`src/rtl/mload_pkg.sv`:
```
package mload_pkg;

  // Geometry of one stored image
  localparam int PAGE_BYTES  = 256;
  localparam int DATA_PAGES  = 32;
  localparam int HDR_OFS     = DATA_PAGES * PAGE_BYTES;
  localparam int HDR_BYTES   = 256;
  localparam int IMG_BYTES   = HDR_OFS + HDR_BYTES;

  // Header field offsets
  localparam int HDR_NPG     = 3;
  localparam int HDR_ID      = 5;
  localparam int HDR_SUM_LEN = 8;
  localparam int DESC_BASE   = 16;
  localparam int CHK_BASE    = 64;

  // Target RAM: bank(2) + page(3) + byte(8)
  localparam int RAM_AW      = 13;

  localparam logic [7:0] SUM_TARGET = 8'h55;
  localparam logic [1:0] ROM_BANK   = 2'b11;

  typedef enum logic [3:0] {
    ST_IDLE,
    ST_SCAN_GO,
    ST_SCAN_WT,
    ST_HDR_GO,
    ST_HDR_WT,
    ST_HDR_EV,
    ST_DSC_GO,
    ST_DSC_WT,
    ST_CHK_GO,
    ST_CHK_WT,
    ST_DAT_GO,
    ST_DAT_WT,
    ST_PG_EV,
    ST_FIN
  } ld_state_t;

endpackage

```
`src/rtl/mload_reader.sv`:
```
// Issues a run of consecutive byte addresses, one per cycle, to a
// synchronous memory and tags the returning data with its index.
module mload_reader #(
  parameter  int AW      = 16,
  parameter  int MAX_LEN = 256,
  localparam int LW      = $clog2(MAX_LEN + 1),
  localparam int IW      = $clog2(MAX_LEN)
) (
  input  logic          clk,
  input  logic          rst_n,
  input  logic          go,
  input  logic [AW-1:0] base,
  input  logic [LW-1:0] len,
  output logic [AW-1:0] mem_addr,
  input  logic [7:0]    mem_data,
  output logic          busy,
  output logic          d_valid,
  output logic [7:0]    d_byte,
  output logic [IW-1:0] d_idx,
  output logic          d_last
);

  logic          act_q, act_d;
  logic [AW-1:0] addr_q, addr_d;
  logic [LW-1:0] cnt_q, cnt_d;
  logic [IW-1:0] idx_q, idx_d;
  logic          v_q, v_d;
  logic [IW-1:0] ti_q, ti_d;
  logic          l_q, l_d;

  always_comb begin
    act_d  = act_q;
    addr_d = addr_q;
    cnt_d  = cnt_q;
    idx_d  = idx_q;
    if (go && !act_q) begin
      act_d  = 1'b1;
      addr_d = base;
      cnt_d  = len;
      idx_d  = '0;
    end else if (act_q) begin
      addr_d = addr_q + AW'(1);
      cnt_d  = cnt_q - LW'(1);
      idx_d  = idx_q + IW'(1);
      act_d  = (cnt_q != LW'(1));
    end
    v_d  = act_q;
    ti_d = idx_q;
    l_d  = act_q && (cnt_q == LW'(1));
  end

  always_ff @(posedge clk or negedge rst_n) begin
    if (!rst_n) begin
      act_q  <= 1'b0;
      addr_q <= '0;
      cnt_q  <= '0;
      idx_q  <= '0;
    end else begin
      act_q  <= act_d;
      addr_q <= addr_d;
      cnt_q  <= cnt_d;
      idx_q  <= idx_d;
    end
  end

  always_ff @(posedge clk or negedge rst_n) begin
    if (!rst_n) begin
      v_q  <= 1'b0;
      ti_q <= '0;
      l_q  <= 1'b0;
    end else begin
      v_q  <= v_d;
      ti_q <= ti_d;
      l_q  <= l_d;
    end
  end

  assign mem_addr = addr_q;
  assign busy     = act_q;
  assign d_valid  = v_q;
  assign d_byte   = mem_data;
  assign d_idx    = ti_q;
  assign d_last   = l_q;


  addr_stride_chk: assert property (@(posedge clk) disable iff (!rst_n)
    (act_q && $past(act_q)) |-> (mem_addr == $past(mem_addr) + AW'(1)));


  last_has_data_chk: assert property (@(posedge clk) disable iff (!rst_n)
    d_last |-> d_valid);

endmodule

```
`src/rtl/mload_sum8.sv`:
```
// Wrapping 8-bit accumulator with a fixed-target compare.
module mload_sum8 import mload_pkg::*; (
  input  logic       clk,
  input  logic       rst_n,
  input  logic       clr,
  input  logic       en,
  input  logic [7:0] val,
  output logic       ok
);

  logic [7:0] sum_q, sum_d;
  logic       sum_en;

  assign sum_en = clr || en;

  always_comb begin
    if (clr) sum_d = 8'h00;
    else     sum_d = sum_q + val;
  end

  always_ff @(posedge clk or negedge rst_n) begin
    if (!rst_n)      sum_q <= 8'h00;
    else if (sum_en) sum_q <= sum_d;
  end

  assign ok = (sum_q == SUM_TARGET);

endmodule

```
`src/rtl/mload_page_copier.sv`:
```
module mload_page_copier import mload_pkg::*; #(
  parameter  int MAX_IMAGES = 4,
  localparam int NUM_W      = $clog2(MAX_IMAGES + 1),
  localparam int IMG_AW     = $clog2(MAX_IMAGES * IMG_BYTES),
  localparam int RD_LW      = $clog2(PAGE_BYTES + 1),
  localparam int RD_IW      = $clog2(PAGE_BYTES)
) (
  input  logic              clk,
  input  logic              rst_n,
  input  logic              start,
  input  logic [7:0]        load_id,
  input  logic [NUM_W-1:0]  num_images,
  output logic [IMG_AW-1:0] img_addr,
  input  logic [7:0]        img_rdata,
  output logic              ram_we,
  output logic [RAM_AW-1:0] ram_addr,
  output logic [7:0]        ram_wdata,
  output logic              busy,
  output logic              done,
  output logic              not_found,
  output logic              hdr_bad,
  output logic              page_bad,
  output logic [7:0]        hdr_p0,
  output logic [7:0]        hdr_p1,
  output logic [7:0]        hdr_p2
);

  ld_state_t st_q, st_d;

  logic [7:0]        id_q;
  logic [NUM_W-1:0]  num_q, idx_q;
  logic [IMG_AW-1:0] base_q, hdr_base;
  logic [5:0]        pg_q, npg_q;
  logic [4:0]        desc_q;
  logic [7:0]        cap0_q, cap1_q, cap2_q;
  logic              nf_q, hb_q, pb_q;
  logic [7:0]        p0_q, p1_q, p2_q;
  logic              we_q;
  logic [RAM_AW-1:0] wa_q;
  logic [7:0]        wd_q;

  // Reader and checksum hookup
  logic              rd_go, rd_busy;
  logic [IMG_AW-1:0] rd_base;
  logic [RD_LW-1:0]  rd_len;
  logic              d_valid, d_last;
  logic [7:0]        d_byte;
  logic [RD_IW-1:0]  d_idx;
  logic              s_clr, s_en, s_ok;

  // Decoded events
  logic accept, scan_miss, hdr_cap, wr_hit, load_fin, pg_adv;

  assign hdr_base  = base_q + IMG_AW'(HDR_OFS);
  assign accept    = (st_q == ST_IDLE) && start;
  assign scan_miss = (st_q == ST_SCAN_WT) && d_valid && (d_byte != id_q);
  assign hdr_cap   = (st_q == ST_HDR_WT) && d_valid;
  assign wr_hit    = (st_q == ST_DAT_WT) && d_valid && (desc_q[1:0] != ROM_BANK);
  assign pg_adv    = (st_q == ST_PG_EV);
  assign load_fin  = ((st_q == ST_HDR_EV) || (st_q == ST_PG_EV)) && (st_d == ST_FIN);

  mload_reader #(.AW(IMG_AW), .MAX_LEN(PAGE_BYTES)) u_reader (
    .clk      (clk),
    .rst_n    (rst_n),
    .go       (rd_go),
    .base     (rd_base),
    .len      (rd_len),
    .mem_addr (img_addr),
    .mem_data (img_rdata),
    .busy     (rd_busy),
    .d_valid  (d_valid),
    .d_byte   (d_byte),
    .d_idx    (d_idx),
    .d_last   (d_last)
  );

  mload_sum8 u_sum (
    .clk   (clk),
    .rst_n (rst_n),
    .clr   (s_clr),
    .en    (s_en),
    .val   (d_byte),
    .ok    (s_ok)
  );

  assign s_en = d_valid && ((st_q == ST_HDR_WT) || (st_q == ST_DSC_WT) ||
                            (st_q == ST_CHK_WT) || (st_q == ST_DAT_WT));

  // Next-state and read-request logic
  always_comb begin
    st_d    = st_q;
    rd_go   = 1'b0;
    rd_base = hdr_base;
    rd_len  = RD_LW'(1);
    s_clr   = 1'b0;
    case (st_q)
      ST_IDLE: begin
        if (start) st_d = (num_images == '0) ? ST_FIN : ST_SCAN_GO;
      end
      ST_SCAN_GO: begin
        rd_go   = 1'b1;
        rd_base = hdr_base + IMG_AW'(HDR_ID);
        st_d    = ST_SCAN_WT;
      end
      ST_SCAN_WT: begin
        if (d_valid) begin
          if (d_byte == id_q)                  st_d = ST_HDR_GO;
          else if (idx_q + NUM_W'(1) == num_q) st_d = ST_FIN;
          else                                 st_d = ST_SCAN_GO;
        end
      end
      ST_HDR_GO: begin
        rd_go  = 1'b1;
        rd_len = RD_LW'(HDR_SUM_LEN);
        s_clr  = 1'b1;
        st_d   = ST_HDR_WT;
      end
      ST_HDR_WT: begin
        if (d_valid && d_last) st_d = ST_HDR_EV;
      end
      ST_HDR_EV: begin
        st_d = (npg_q == '0) ? ST_FIN : ST_DSC_GO;
      end
      ST_DSC_GO: begin
        rd_go   = 1'b1;
        rd_base = hdr_base + IMG_AW'(DESC_BASE) + IMG_AW'(pg_q);
        s_clr   = 1'b1;
        st_d    = ST_DSC_WT;
      end
      ST_DSC_WT: begin
        if (d_valid) st_d = ST_CHK_GO;
      end
      ST_CHK_GO: begin
        rd_go   = 1'b1;
        rd_base = hdr_base + IMG_AW'(CHK_BASE) + IMG_AW'(pg_q);
        st_d    = ST_CHK_WT;
      end
      ST_CHK_WT: begin
        if (d_valid) st_d = ST_DAT_GO;
      end
      ST_DAT_GO: begin
        rd_go   = 1'b1;
        rd_base = base_q + IMG_AW'({pg_q[4:0], 8'h00});
        rd_len  = RD_LW'(PAGE_BYTES);
        st_d    = ST_DAT_WT;
      end
      ST_DAT_WT: begin
        if (d_valid && d_last) st_d = ST_PG_EV;
      end
      ST_PG_EV: begin
        st_d = (pg_q + 6'd1 == npg_q) ? ST_FIN : ST_DSC_GO;
      end
      ST_FIN:  st_d = ST_IDLE;
      default: st_d = ST_IDLE;
    endcase
  end

  always_ff @(posedge clk or negedge rst_n) begin
    if (!rst_n) st_q <= ST_IDLE;
    else        st_q <= st_d;
  end

  // Request capture
  always_ff @(posedge clk or negedge rst_n) begin
    if (!rst_n) begin
      id_q  <= '0;
      num_q <= '0;
    end else if (accept) begin
      id_q  <= load_id;
      num_q <= num_images;
    end
  end

  // Image walk
  always_ff @(posedge clk or negedge rst_n) begin
    if (!rst_n) begin
      idx_q  <= '0;
      base_q <= '0;
    end else if (accept) begin
      idx_q  <= '0;
      base_q <= '0;
    end else if (scan_miss) begin
      idx_q  <= idx_q + NUM_W'(1);
      base_q <= base_q + IMG_AW'(IMG_BYTES);
    end
  end

  // Header field capture, page count limited to the data pages present
  always_ff @(posedge clk or negedge rst_n) begin
    if (!rst_n) begin
      cap0_q <= '0;
      cap1_q <= '0;
      cap2_q <= '0;
      npg_q  <= '0;
    end else if (hdr_cap) begin
      case (d_idx)
        8'd0: cap0_q <= d_byte;
        8'd1: cap1_q <= d_byte;
        8'd2: cap2_q <= d_byte;
        8'(HDR_NPG): npg_q <= (d_byte > 8'(DATA_PAGES)) ? 6'(DATA_PAGES) : d_byte[5:0];
        default: ;
      endcase
    end
  end

  // Page walk
  always_ff @(posedge clk or negedge rst_n) begin
    if (!rst_n)                   pg_q <= '0;
    else if (st_q == ST_HDR_GO)   pg_q <= '0;
    else if (pg_adv)              pg_q <= pg_q + 6'd1;
  end

  always_ff @(posedge clk or negedge rst_n) begin
    if (!rst_n)                             desc_q <= '0;
    else if ((st_q == ST_DSC_WT) && d_valid) desc_q <= d_byte[4:0];
  end

  // Status flags, cleared when a new request is accepted
  always_ff @(posedge clk or negedge rst_n) begin
    if (!rst_n) begin
      nf_q <= 1'b0;
      hb_q <= 1'b0;
      pb_q <= 1'b0;
    end else if (accept) begin
      nf_q <= (num_images == '0);
      hb_q <= 1'b0;
      pb_q <= 1'b0;
    end else begin
      if (scan_miss && (st_d == ST_FIN)) nf_q <= 1'b1;
      if (st_q == ST_HDR_EV)             hb_q <= !s_ok;
      if (pg_adv && !s_ok)               pb_q <= 1'b1;
    end
  end

  // Parameter outputs
  always_ff @(posedge clk or negedge rst_n) begin
    if (!rst_n) begin
      p0_q <= '0;
      p1_q <= '0;
      p2_q <= '0;
    end else if (load_fin) begin
      p0_q <= cap0_q;
      p1_q <= cap1_q;
      p2_q <= cap2_q;
    end
  end

  // RAM write port register
  always_ff @(posedge clk or negedge rst_n) begin
    if (!rst_n) we_q <= 1'b0;
    else        we_q <= wr_hit;
  end

  always_ff @(posedge clk or negedge rst_n) begin
    if (!rst_n) begin
      wa_q <= '0;
      wd_q <= '0;
    end else if (wr_hit) begin
      wa_q <= {desc_q[1:0], desc_q[4:2], d_idx};
      wd_q <= d_byte;
    end
  end

  assign ram_we    = we_q;
  assign ram_addr  = wa_q;
  assign ram_wdata = wd_q;
  assign busy      = (st_q != ST_IDLE);
  assign done      = (st_q == ST_FIN);
  assign not_found = nf_q;
  assign hdr_bad   = hb_q;
  assign page_bad  = pb_q;
  assign hdr_p0    = p0_q;
  assign hdr_p1    = p1_q;
  assign hdr_p2    = p2_q;


  done_then_idle_chk: assert property (@(posedge clk) disable iff (!rst_n)
    done |=> !busy);


  busy_from_start_chk: assert property (@(posedge clk) disable iff (!rst_n)
    $rose(busy) |-> $past(start));


  no_rom_write_chk: assert property (@(posedge clk) disable iff (!rst_n)
    ram_we |-> (ram_addr[RAM_AW-1 -: 2] != ROM_BANK));


  miss_no_write_chk: assert property (@(posedge clk) disable iff (!rst_n)
    not_found |-> !ram_we);


  write_burst_chk: assert property (@(posedge clk) disable iff (!rst_n)
    (ram_we && $past(ram_we)) |-> (ram_addr == $past(ram_addr) + RAM_AW'(1)));


  reader_free_chk: assert property (@(posedge clk) disable iff (!rst_n)
    rd_go |-> !rd_busy);

endmodule

```
`config.mk`:
```
export PLATFORM = sky130hd
export DESIGN_NAME = mload_page_copier
export DESIGN_NICKNAME = d
export VERILOG_FILES = /design/src/rtl/mload_pkg.sv /design/src/rtl/mload_reader.sv /design/src/rtl/mload_sum8.sv /design/src/rtl/mload_page_copier.sv
export SDC_FILE = /design/constraint.sdc
export NUM_CORES = 1
export LEC_CHECK = 0
export BUFFER_PORTS_ARGS = -buffer_cell sky130_fd_sc_hd__buf_2
export CORE_MARGIN = 3
export CORE_UTILIZATION = 54
export DETAILED_ROUTE_END_ITERATION = 8
export PLACE_DENSITY_LB_ADDON = 0.08
export SETUP_SLACK_MARGIN = 0.4
export SYNTH_ARGS = -nofsm -noshare
export SYNTH_HDL_FRONTEND = slang
export SYNTH_SLANG_ARGS = --single-unit
```
`constraint.sdc`:
```
create_clock -name clk -period 2.3 [get_ports clk]
set_input_delay 0.46 -clock clk [delete_from_list [all_inputs] [get_ports clk]]
set_output_delay 0.46 -clock clk [all_outputs]
set_load 0.02 [all_outputs]
```
# Yosys cells after proc, flatten, opt, wreduce, memory -nomap -nowiden
# Cells that the tools add are included.
# op_classes
reduce_logical,38
eq_ne,25
n_lt_le_gt_ge,1
n_addsub,14
n_mux,38
# op_table
operator,count
two-way mux 16 bit,4
one-hot mux 16 bit (4 select lines),1
one-hot mux 4 bit (13 select lines),1
two-way mux 4 bit,11
adder 16 x 14 -> 16 bit (second input constant),2
adder 16 x 6 -> 16 bit,2
equality test 4 bit (second input constant),7
two-way mux 8 bit,3
two-way mux 6 bit,3
two-way mux 9 bit,2
one-hot mux 9 bit (2 select lines),1
adder 16 x 1 -> 16 bit (second input constant),1
adder 16 x 13 -> 16 bit,1
adder 16 x 3 -> 16 bit (second input constant),1
adder 16 x 5 -> 16 bit (second input constant),1
adder 16 x 7 -> 16 bit (second input constant),1
equality test 4 x 3 -> 1 bit (second input constant),4
equality test 8 x 2 -> 1 bit (second input constant),2
logical AND 1 bit,14
nonzero test 2 bit,6
two-way mux 1 bit,10
equality test 9 x 1 -> 1 bit (second input constant),1
inequality test 9 x 1 -> 1 bit (second input constant),1
subtractor 9 x 1 -> 9 bit (second input constant),1
other kinds (25),35
# totals
ff_bits,176
input_bits,22
out_inout_bits,67

# Logic depth before layout (Yosys ltp)
# depth
depth_word,10
depth_mapped,9
ltp_nobuf,8

# By module
# A second synthesis with hierarchy kept.
# hier_totals
hier_cells,844
area_unflattened_um2,8939.8
# by_module_without_submodules
module,cells_per_inst,seq_area_each_um2,area_per_inst_um2,n_inst
mload_page_copier,539,2902.8,5977.0,1
mload_reader,235,1101.1,2289.7,1
mload_sum8,70,200.2,673.1,1

# Worst setup path before layout
# Ideal clock, no wire load.
# synth_timing
kind,register to register
from,reg pg_q[0]
to,reg st_q[3]
required_time_ps,2162
stages_incl_launch_ff,8
t_arrival_ps,2182
slack_ps,-20
setup_time_ps,138
n_path_buf,0
synth_period_minus_slack_ps,2320
path_cell_list,dfrtp_1 ha_1 and2_1 nor2b_1 o311a_1 o211ai_2 o22ai_4 or4b_1
# synth_via
elab_chain_cells,4
# synth_rtl
element,line,text
from (decl),mload_page_copier.sv:33,"logic [5:0] pg_q, npg_q;"
from (signal assigned),mload_page_copier.sv:210,else if (pg_adv) pg_q <= pg_q + 6'd1;
adder 6 x 1 -> 6 bit,mload_page_copier.sv:151,st_d = (pg_q + 6'd1 == npg_q) ? ST_FIN : ST_DSC_GO;
equality test 6 bit,mload_page_copier.sv:151,
two-way mux 4 bit,mload_page_copier.sv:151,
one-hot mux 4 bit (13 select lines),mload_page_copier.sv:96,case (st_q)
via st_d[3],mload_page_copier.sv:28,"ld_state_t st_q, st_d;"
to (signal assigned),mload_page_copier.sv:160,else st_q <= st_d;
to (decl),mload_page_copier.sv:28,
# The timed path passes the listed nets, and every way through them passes these cells.
# A chain may end at the register's enable or synchronous reset.

# Worst setup path in the final report
# layout_timing
from,reg pg_q[0]
to,"reg p2_q[4], in the netlist hdr_p2[4]"
# layout_via
elab_chain_cells,6
# layout_rtl
element,line,text
adder 6 x 1 -> 6 bit,mload_page_copier.sv:151,
equality test 6 bit,mload_page_copier.sv:151,
two-way mux 4 bit,mload_page_copier.sv:151,
one-hot mux 4 bit (13 select lines),mload_page_copier.sv:96,
equality test 4 bit,mload_page_copier.sv:60,assign load_fin = ((st_q == ST_HDR_EV) || (st_q == ST_PG_EV)) && (st_d == ST_FIN);
logical AND 1 bit,mload_page_copier.sv:60,
to (signal assigned),mload_page_copier.sv:244,p2_q <= cap2_q;
to (decl),mload_page_copier.sv:37,"logic [7:0] p0_q, p1_q, p2_q;"
# No other way between the ends.

==> flow_metrics.py <==
metrics = {
    "run_status": {
        "outcome": "finished with violations",
        "failing_checks": "setup timing",
    },
    "timing": {
        "highest_clock_rate_mhz": 430,
        "fin_skew_ns": 0.00684,
        "fin_ws_ns": -0.0264,
        "relSlewSlack": 0.570,
        "worstMarginPinSlew_ns": 0.640,
        "final_hold_viol_count": 0,
        "clock_period_minus_worst_slack_ns": 2.33,
        "final.period_utilization": 1.01,
        "grt_setup_unrepaired": "yes",
        "finalMaxSlewViolations": 0,
        "setup_tns_ns": -0.0754,
        "holdWs_ns": 0.00776,
        "finalSetupViolations": 7,
    },
    "power_and_ir_drop": {
        "cellPowerDensity_nw_per_um2": 606,
        "worst_ir_drop_vdd_mv": 0.555,
        "power_leakage_nw": 5.36,
    },
    "synthesis": {
        "post_synth_num_cell_types": 70,
        "yosys_reg_bits": 168,
        "postSynth.topFlopCell": "sky130_fd_sc_hd__dfrtp_1",
        "dominant_combinational_cell_family_by_area_after_synthesis": "simple AND/OR/NAND/NOR gates",
        "synth_area_leader_cell": "sky130_fd_sc_hd__dfrtp_1",
        "area_of_the_mapped_netlist_um2": 8530,
        "muxShareOfSynthArea": 0.0735,
        "top_cell_type_s_share_of_synthesized_area": 0.493,
        "number_of_warning_messages_in_the_yosys_log": 0,
        "synth_area_per_cell_um2": 9.89,
        "post_synth_xor_area_fraction": 0.0534,
        "synth_area_in_adders": 0.0481,
        "synth-seq-area-share": 0.493,
        "post_synth_edffs": 0,
        "synthesis.instances": 862,
        "synth_simple_gate_area_frac": 0.181,
        "ys_async_sr_fraction": 1.00,
        "synthTopCellsByArea": "sky130_fd_sc_hd__dfrtp_1 49%, sky130_fd_sc_hd__mux2_2 7.0%, sky130_fd_sc_hd__nand2_1 7.0%",
        "synth_compound_gate_area_share": 0.124,
    },
    "clock_tree": {
        "h-tree-depth": 4,
        "clock_sinks": 168,
        "clk_latency_ns": 0.43,
        "clock_root_cell": "sky130_fd_sc_hd__clkbuf_16",
        "ctsLongestPathBuffers": 2,
        "tritoncts": "done",
        "cts_buf_count": 17,
        "cts.reportedPaths.clkPinSlew_ns": 0.07,
    },
    "cells_and_area": {
        "share_of_final_layout_standard_cells_stronger_than_drive_strength_1": 0.341,
        "antenna_cells": 0,
        "fin_nets": 1105,
        "max_ffs_per_register": 16,
        "final_core_utilization": 0.737,
        "area_growth_syn_to_layout_pct": 32.3,
        "mostFrequentLayoutCells": "165 x sky130_fd_sc_hd__dfrtp_1, 149 x sky130_fd_sc_hd__nand2_1, 86 x sky130_fd_sc_hd__buf_2",
        "finalInstanceArea_um2": 11300,
        "commonest_non_fill_non_tap_cell_in_the_layout": "sky130_fd_sc_hd__dfrtp_1",
    },
    "detailed_routing": {
        "viasPerCell": 5.80,
        "routed_wire_length_per_instance_um": 18.4,
        "drt-total-wl_um": 23500,
        "drt-pass1-iter-count": 5,
        "drt_iter0_markers": 467,
        "drt_drc_violations_left": 0,
        "antenna_left": 0,
        "route.vias.total": 7397,
    },
    "floorplanning": {
        "floorplan.die.width_um": 132,
        "boundaryPins": 89,
        "die_area_um2": 17300,
        "floorplan.rows": 45,
        "placeableCoreArea_um2": 15300,
        "die_y_um": 132,
        "initial_core_util": 0.557,
    },
    "critical_path": {
        "timing.critical_path.slowest_cell_delay_ns": 0.43,
        "worst-r2r-setup-slack_ns": -0.03,
        "arrival_ns": 2.64,
        "timing_worst_setup_path_type": "reg -> reg",
        "worst_r2r_path_depth": 10,
        "path_max_fanout": 6,
        "timing.critical_path.required_ns": 2.61,
        "cp_cell_sequence": "ha_4 -> and2_4 -> nor2b_1 -> o311a_1 -> o211ai_4 -> buf_4 -> buf_6 -> o22ai_4 -> buf_12 -> mux2_4",
        "timing.critical_path.from_type": "register",
        "worstReg2RegEnd": "hdr_p2[4]",
        "r2r-start": "pg_q[0]",
        "setup.worst_path.start": "pg_q[0]",
        "critical_path_endpoint_category": "register",
        "critical_path_top_delay_cell": "sky130_fd_sc_hd__dfrtp_2",
        "worstSetupEndpoint": "hdr_p2[4]",
    },
    "placement": {
        "final_hpwl_dp_um": 15400,
        "place.gp.congestion": 0.868,
        "place.port_buffers": 88,
        "postPlaceCellArea_um2": 9720,
    },
    "grt": {
        "pin_count_of_the_biggest_net_entering_global_routing": 61,
        "global_route_total_usage_across_every_layer": 0.268,
        "grt_first_pass_wirelength_um": 37600,
        "overflow": 0,
        "vias_in_the_first_global_route": 7252,
        "antenna_found_initial": 0,
    },
    "job": {
        "max_cap_violations": 0,
    },
    "worst_hold_path": {
        "timing.hold.worst.class": "in -> async",
    },
}
worst min path at each step:
stage | cells past startpoint | end | from
5_1_grt | 1 | u_reader.d_idx[7] | rst_n
2_1_floorplan | 0 | base_q[10] | rst_n
3_5_place_dp | 0 | u_reader.d_idx[7] | u_reader.idx_q[7]
3_3_place_gp | 0 | u_reader.d_idx[7] | u_reader.idx_q[7]
6_report | 1 | u_reader.d_idx[7] | rst_n
4_1_cts | 1 | u_reader.d_idx[7] | rst_n
area by class of cell:
class / instances / area (µm²)
Clock buffer: 21 / 470
Tap cell: 211 / 264
Sequential cell: 168 / 4210
Timing Repair Buffer: 202 / 1540
Inverter: 15 / 60.1
Multi-Input combinational cell: 648 / 4650
Fill cell: 1088 / 4030
Clock inverter: 10 / 96.3
logic make-up after synthesis:
group | after synthesis
XOR/XNOR | 52
other | 1
multiplexers | 56
buffers and inverters | 52
AO/OA/AOI/OAI | 168
adder cells (fa/ha/maj) | 31
flip-flops | 168
AND/OR/NAND/NOR | 334
cells in the mapped netlist (4+ instances only):
cell type / n
sky130_fd_sc_hd__a21o_1: 8
sky130_fd_sc_hd__nor2_1: 50
sky130_fd_sc_hd__nand2_1: 158
sky130_fd_sc_hd__nand2b_1: 6
sky130_fd_sc_hd__a31oi_1: 5
sky130_fd_sc_hd__xor2_1: 15
sky130_fd_sc_hd__buf_6: 4
sky130_fd_sc_hd__o31ai_1: 4
sky130_fd_sc_hd__and3_1: 4
sky130_fd_sc_hd__xnor2_1: 37
sky130_fd_sc_hd__a21oi_1: 47
sky130_fd_sc_hd__nor2b_1: 6
sky130_fd_sc_hd__o22ai_1: 6
sky130_fd_sc_hd__nand4_1: 7
sky130_fd_sc_hd__nor3_1: 22
sky130_fd_sc_hd__clkbuf_1: 30
sky130_fd_sc_hd__mux2_2: 53
sky130_fd_sc_hd__ha_1: 28
sky130_fd_sc_hd__nand3_1: 45
sky130_fd_sc_hd__a22oi_1: 4
sky130_fd_sc_hd__o21ai_0: 58
sky130_fd_sc_hd__dfrtp_1: 168
sky130_fd_sc_hd__nor4_1: 6
sky130_fd_sc_hd__inv_1: 14
sky130_fd_sc_hd__a22o_1: 5
timing repair:
action	CTS	global route
gates cloned	3	2
setup buffers	20	25
gates resized for setup	65	81
hold buffers	0	0
setup endpoints to repair	78	110
pin swaps	15	44
worst max-delay path: cells and delay by family, from the launching register on:
kind | cells | cell delay [ns]
AO/OA/AOI/OAI | 3 | 0.65
flip-flops | 1 | 0.43
buffers and inverters | 3 | 0.42
multiplexers | 1 | 0.29
AND/OR/NAND/NOR | 2 | 0.27
adder cells (fa/ha/maj) | 1 | 0.17
per-stage QoR:
step | setup WS [ns] | total power [mW] | instances
5_1_grt | -0.0555 | 7.11 | 1275
6_report | -0.0264 | 6.84 | 1275
4_1_cts | -0.0577 | 6.76 | 1248
3_5_place_dp | -0.251 | 3.95 | 1194
3_3_place_gp | -0.213 | 3.92 | 1194
2_1_floorplan | 0.0910 | 3.69 | 866
per-layer routing:
layer  share of wire  track usage  routed length [µm]  vias to the layer above
li1                -            -                   -                     3406
met1            0.43        0.364               10200                     3731
met2            0.49        0.437               11600                      228
met3           0.057       0.0662                1350                       32
met4           0.015       0.0648                 357                        0
met5               0            0                   0                        -
where the power goes:
part,leakage (nW),internal (mW),switching [mW],total (mW)
clock,0.273,1.57,1.17,2.74
combinational,2.95,0.440,0.509,0.949
sequential,2.13,3.06,0.0846,3.15
total,5.36,5.08,1.76,6.84
No activity file was read; power rests on OpenSTA's default activity.
